--- config.mk ---
export PLATFORM = sky130hd
export DESIGN_NAME = icp_seq
export DESIGN_NICKNAME = d
export VERILOG_FILES = /design/src/rtl/icp_pkg.sv /design/src/rtl/icp_seq.sv
export SDC_FILE = /design/constraint.sdc
export NUM_CORES = 1
export LEC_CHECK = 0
export BUFFER_PORTS_ARGS = -buffer_cell sky130_fd_sc_hd__buf_2
export CAP_MARGIN = 0
export CORE_MARGIN = 5
export CORE_UTILIZATION = 38
export DETAILED_ROUTE_END_ITERATION = 7
export GPL_ROUTABILITY_DRIVEN = 0
export PLACE_DENSITY_LB_ADDON = 0.3
export SYNTH_ARGS = -nofsm -noshare
export SYNTH_HDL_FRONTEND = slang
export SYNTH_SLANG_ARGS = --single-unit
--- constraint.sdc ---
create_clock -name clk -period 1.4 [get_ports clk]
set_clock_uncertainty 0.1 [all_clocks]
set_input_delay 0.14 -clock clk [delete_from_list [all_inputs] [get_ports clk]]
set_output_delay 0.14 -clock clk [all_outputs]
set_load 0.005 [all_outputs]
--- src/rtl/icp_pkg.sv ---
package icp_pkg;

    localparam int TAG_LO_W   = 64;
    localparam int INSN_W     = 32;
    localparam int PD_W       = 8;
    localparam int CODE_W     = 4;
    localparam int SIDE_W     = PD_W + 1 + 2 * CODE_W;
    localparam int LO_PAR_BIT = 10;
    localparam int HI_PAR_BIT = 11;
    localparam int LO_RNG_TOP = 23;
    localparam int HI_RNG_BOT = 24;

    typedef enum logic [1:0] {
        ST_IDLE = 2'd0,
        ST_BEATS = 2'd1,
        ST_REPORT = 2'd2
    } seq_state_e;

    typedef struct packed {
        logic lo_rng_err;
        logic hi_rng_err;
        logic vflag_err;
    } tag_res_t;

    typedef struct packed {
        logic pd_par;
        logic [PD_W-1:0] pd_byte;
        logic [CODE_W-1:0] code_a;
        logic [CODE_W-1:0] code_b;
    } side_t;

    typedef struct packed {
        logic pd_err;
        logic a_err;
        logic b_err;
    } beat_res_t;

    // Per-byte even parity, most significant byte lands in the top bit.
    function automatic logic [CODE_W-1:0] insn_code(input logic [INSN_W-1:0] w);
        logic [CODE_W-1:0] c;
        for (int k = 0; k < CODE_W; k++) begin
            c[k] = ^w[k*8 +: 8];
        end
        return c;
    endfunction

    function automatic logic lo_range_par(input logic [TAG_LO_W-1:0] lo);
        logic [LO_RNG_TOP:0] r;
        r = lo[LO_RNG_TOP:0];
        r[HI_PAR_BIT] = 1'b0;
        r[LO_PAR_BIT] = 1'b0;
        return ^r;
    endfunction

endpackage

--- src/rtl/icp_seq.sv ---
module icp_seq
    import icp_pkg::*;
#(
    parameter int NUM_BEATS = 4
) (
    input  logic                 clk,
    input  logic                 rst,
    input  logic                 tag_valid,
    output logic                 tag_ready,
    input  logic                 tag_has_data,
    input  logic                 tag_bad,
    input  logic                 beat_valid,
    output logic                 beat_ready,
    input  logic                 beat_bad,
    output logic                 done,
    output logic                 tag_err,
    output logic                 data_err,
    output logic [NUM_BEATS-1:0] fail_mask
);
    localparam int CNT_W = (NUM_BEATS > 1) ? $clog2(NUM_BEATS) : 1;
    localparam logic [CNT_W-1:0] LAST = CNT_W'(NUM_BEATS - 1);

    seq_state_e          state;
    logic [CNT_W-1:0]    cnt;
    logic [NUM_BEATS-1:0] beat_sel;

    assign tag_ready  = (state == ST_IDLE);
    assign beat_ready = (state == ST_BEATS);
    assign done       = (state == ST_REPORT);

    always_comb begin
        for (int i = 0; i < NUM_BEATS; i++) begin
            beat_sel[i] = (cnt == CNT_W'(i));
        end
    end

    always_ff @(posedge clk) begin
        if (rst) begin
            state     <= ST_IDLE;
            cnt       <= '0;
            tag_err   <= 1'b0;
            data_err  <= 1'b0;
            fail_mask <= '0;
        end else begin
            case (state)
                ST_IDLE: if (tag_valid) begin
                    tag_err   <= tag_bad;
                    data_err  <= 1'b0;
                    fail_mask <= '0;
                    cnt       <= '0;
                    state     <= tag_has_data ? ST_BEATS : ST_REPORT;
                end
                ST_BEATS: if (beat_valid) begin
                    if (beat_bad) begin
                        fail_mask <= fail_mask | beat_sel;
                        data_err  <= 1'b1;
                    end
                    cnt <= cnt + 1'b1;
                    if (cnt == LAST) state <= ST_REPORT;
                end
                default: state <= ST_IDLE;
            endcase
        end
    end


    done_pulse_chk: assert property (@(posedge clk) disable iff (rst)
        done |=> !done);


    ready_excl_chk: assert property (@(posedge clk) disable iff (rst)
        !(tag_ready && beat_ready));


    nodata_done_chk: assert property (@(posedge clk) disable iff (rst)
        (tag_valid && tag_ready && !tag_has_data) |=> done);


    sticky_chk: assert property (@(posedge clk) disable iff (rst)
        (data_err && !(tag_valid && tag_ready)) |=> data_err);


    mask_flag_chk: assert property (@(posedge clk) disable iff (rst)
        done |-> (data_err == (fail_mask != '0)));


    mask_hold_chk: assert property (@(posedge clk) disable iff (rst)
        (done && !beat_ready) |=> $stable(fail_mask));
endmodule

### After elaboration in Yosys (flattened, before gate mapping)

Index checks and enable logic that the tools add are counted.

* mux-type cells: 16
* bitwise operators: 1
* $add $sub $neg: 1
* equal/unequal tests: 9
* reduce and logical (&&, ||, !) cells: 7

Operators by type and width (number)
* 2-to-1 mux 2 bit: 6
* 2-to-1 mux 4 bit: 3
* one-hot mux 2 bit (2 select lines): 2
* one-hot mux 4 bit (2 select lines): 1
* == test 2 bit, second input constant: 3
* AND reduction 3 bit: 2
* == test 2 x 1 -> 1 bit, second input constant: 2
* zero test 2 bit: 2
* != test 2 x 1 -> 1 bit, second input constant: 2
* != test 2 bit, second input constant: 2
* bitwise OR 4 bit: 1
* AND reduction 4 bit: 1
* 2-to-1 mux 1 bit: 3
* adder 2 x 1 -> 2 bit, second input constant: 1
* one-hot mux 1 bit (2 select lines): 1
* AND reduction 2 bit: 1
* nonzero test 2 bit: 1

* output and inout port bits: 9
* register bits: 10
* word-level logic and storage cells: 39
* bits of input ports: 7

### Logic depth before layout (Yosys ltp)

* depth after elaboration: 5
* gate-level depth with buffers: 4
* gate-level depth less buffers: 4

### Least setup slack after synthesis

OpenSTA, ideal clock, no wires.

* path kind: flip-flop to flip-flop
* from: register state[1]
* to: register fail_mask[0]
* data required time: 1.183 ns
* data arrival time: 0.933 ns
* setup slack: 0.250 ns
* setup time: 0.117 ns
* cell stages (with the launch flop): 5
* path buffers: 1
* period minus slack after synthesis: 1.150 ns
* cell sequence: dfxtp_1 buf_6 nor3b_4 nor2_2 a22o_1

* longest elaborated chain between the ends: 3
* elaborated cells on any way between the ends: 8
* classes of those cells: 4 x eq/ne; 1 x mux; 3 x reduce/logical

Ends and longest elaborated chain
* start, declared: RTL line icp_seq.sv:23 `seq_state_e state;`
* start signal, assigned: RTL line icp_seq.sv:51 `state <= tag_has_data ? ST_BEATS : ST_REPORT;`
* == test 2 x 1 -> 1 bit or zero test 2 bit (tied branches): RTL line icp_seq.sv:45 `case (state)`
* != test 2 x 1 -> 1 bit (no source line) (tied with other cells)
* AND reduction 4 bit (no source line)
* end signal, assigned: RTL line icp_seq.sv:55 `fail_mask <= fail_mask | beat_sel;`
* end, declared: RTL line icp_seq.sv:18 `output logic [NUM_BEATS-1:0] fail_mask`

Parallel ways exist; a longest one is shown, timed or not.
A chain may end at the register's enable or synchronous reset.

### Worst setup path in the final report

* from: register state[1]
* to: output beat_ready

* longest elaborated chain between the ends: 1

Ends and longest elaborated chain
* == test 2 x 1 -> 1 bit: RTL line icp_seq.sv:28 `assign beat_ready = (state == ST_BEATS);`
* end, declared: RTL line icp_seq.sv:13 `output logic beat_ready,`

No other way between the ends.

==> run_results.csv <==
group,metric,value,unit
logic_synthesis,yosys.area.top_type,"dfxtp_1",
power_and_ir_drop,p_per_area,927,mW/mm^2
setup_path,critical_path.cell_chain,"and2b_1, buf_2",
die,coreArea,0.00127,sq mm
outcome,status,"finished clean",
route,wl_per_cell,10.7,um
route,drt_iter0_drc,4,
grt,grt_pass1_wl,1410,um
logic_synthesis,synthesis.area,498,sq um
clocking,hold_buffers,0,
sta,drv_slew,0,
power_and_ir_drop,p_clk_share,33.3,%
power_and_ir_drop,seqPwrFrac,55.6,%
clocking,cts-root-buf,"clkbuf_4",
logic_synthesis,syn_nets,62,
run,drv_cap,0,
die,die_area,0.00213,sq mm
sta,setup_violations,0,
finish,fill_cells,131,
setup_path,crit_required,1.16,ns
grt,antenna_found_initial,0,
setup_path,slowest_delay,0.43,ns
placement,portBuffers,15,
die,die_x,46.2,um
sta,tightest_slew,0.245,ns
sta,max-slew-margin-rel,83.7,%
route,drt-pass1-iter-count,4,
logic_synthesis,synthTopCellsByCount,"dfxtp_1 (10), a22o_1 (4), ha_1 (4)",
die,die_height,46.2,um
power_and_ir_drop,p_int,424,uW
power_and_ir_drop,p_switching,128,uW
setup_path,critPathSlowestCell,"dfxtp_2",
clocking,cts_buffers,3,
logic_synthesis,ys_seq_elements,10,
sta,rsz0062_at_grt,"no",
power_and_ir_drop,p_leak,0.264,nW
route,postRouteAntennaNets,0,
grt,grt_max_degree,14,
logic_synthesis,post_synth_num_cell_types,25,
finish,diodes,0,
logic_synthesis,ys_warn_count,0,
logic_synthesis,synth_most_common_cell,"dfxtp_1",
setup_path,cp-end-kind,"output port",
setup_path,start_kind,"register",
sta,fin_tns_setup,0,ns
grt,grt.total_usage,9.28,%
clocking,clk_pin_slew,0.06,ns
setup_path,criticalPathCategory,"register to output port",
sta,hold_violations,0,
route,viasPerCell,4.85,
logic_synthesis,synth-seq-area-share,40.2,%
grt,grt_pass1_vias,326,
clocking,insertion_delay,0.25,ns
clocking,cts_tree,"done",
logic_synthesis,synth-async-reset-ratio,0,%
setup_path,path_delay_family,"flip-flops",
sta,period_needed,1.25,ns
route,vias,393,
logic_synthesis,synth_ff_type,"dfxtp_1",
power_and_ir_drop,vdd_ir_drop_max,0.000537,V
finish,drive_above_1_share,34.8,%
die,io_pins,16,
clocking,cts_max_path_buffers,2,
grt,grt-ovfl-total,0,
finish,stdcell_area,596,sq um
logic_synthesis,synth-edff-count,0,
worst_hold_path,hold_path.class,"primary input to register",
placement,dp_hpwl,665,um
sta,finalCritPeriodShare,89.0,%
placement,placed_area,571,sq um
sta,holdWs,0.0245,ns
logic_synthesis,postSynthAreaPerCell,9.76,sq um
setup_path,worstPathArrival,1.01,ns
clocking,cts_max_level,1,
power_and_ir_drop,combPwrFrac,11.0,%
logic_synthesis,synth_top_area_share,40.2,%
route,drc_errors,0,
die,rows,13,
setup_path,crit_path_max_fanout,10,
logic_synthesis,synthTopCellsByArea,"dfxtp_1 (40%), ha_1 (10%), a22o_1 (7.0%), nor3b_4 (3.8%), nand4b_1 (3.5%)",
placement,dp_slack,0.128,ns
route,routed_wl,864,um
die,start_util,39.3,%
power_and_ir_drop,swShare,23.2,%
logic_synthesis,syn_inst,51,
finish,area_growth_syn_to_layout,19.6,%
sta,fin_ws,0.153,ns
clocking,clock_sinks,10,
setup_path,critPathBufInv,1,
sta,fmax,802,MHz
finish,final_net_count,79,
## state kept, by name, indices dropped and copies added (netlist names)
name	cells
tag_err	1
cnt	2
fail_mask	4
state	2
data_err	1
## tightest hold or removal path, cell delays in order
cell and delay (ns):
buf_2 0.07, mux2i_1 0.06, nor2_1 0.07
## power by group through the flow
stage	Combinational [mW]	Sequential (mW)	Clock, mW
final	0.0610	0.307	0.184
after global routing	0.0689	0.309	0.208
after CTS	0.0620	0.306	0.196
after detailed placement	0.0615	0.312	0
after global placement	0.0613	0.312	0
after floorplan	0.0478	0.305	0
## through the flow
step / util, % / instances / power (mW)
2_1_floorplan: - / 51 / 0.352
3_3_place_gp: 45.0 / 78 / 0.373
3_5_place_dp: 45.0 / 78 / 0.374
4_1_cts: 46.7 / 81 / 0.564
5_1_grt: 46.9 / 81 / 0.586
6_report: 46.9 / 81 / 0.552
## routing by layer
layer	global-route usage [%]	part of all wire, %
met1	13.0	49
met3	7.42	11
met2	11.5	40
met4	0	0
met5	0	0
## placed cells by master (no fill, tap or decap), drive strengths merged, types with 2 or more instances in the layout
| cell type | n |
|---|---|
| a21oi | 2 |
| a22o | 4 |
| buf | 15 |
| clkbuf | 3 |
| dfxtp | 10 |
| ha | 4 |
| inv | 3 |
| nand2 | 3 |
| nand4b | 2 |
| nor2 | 5 |
| nor2b | 2 |
| nor3 | 2 |
| nor3b | 2 |
## worst paths after layout
check | start | endpoint | slack, ns | depth (start not counted)
max | state[1] | beat_ready | 0.15 | 2
min | tag_bad | tag_err | 0.02 | 3
max reg2reg | cnt[0] | cnt[1] | 0.19 | 4
min reg2reg | data_err | data_err | 0.35 | 2
## repair_timing
action,in CTS,in global routing
gates resized for setup,0,2
endpoints found under the hold margin,0,0
setup buffers,0,0
setup endpoints to repair,0,6
## final cells by class
cell class	count	area [sq um]	area share, %
multi-input combinational	35	265	44.5
sequential	10	203	34.0
timing repair buffer	15	75.1	12.6
clock buffer	3	22.5	3.78
tap	15	18.8	3.15
inverter	3	11.3	1.89
## kinds of logic after synthesis
kind of cell / share of synthesized area, %
buf+inv: 6.53
simple gates: 25.1
fa+ha+maj: 10.1
compound gates: 16.1
mux: 2.01
flops: 40.2
No activity file was read; power rests on OpenSTA's default activity.
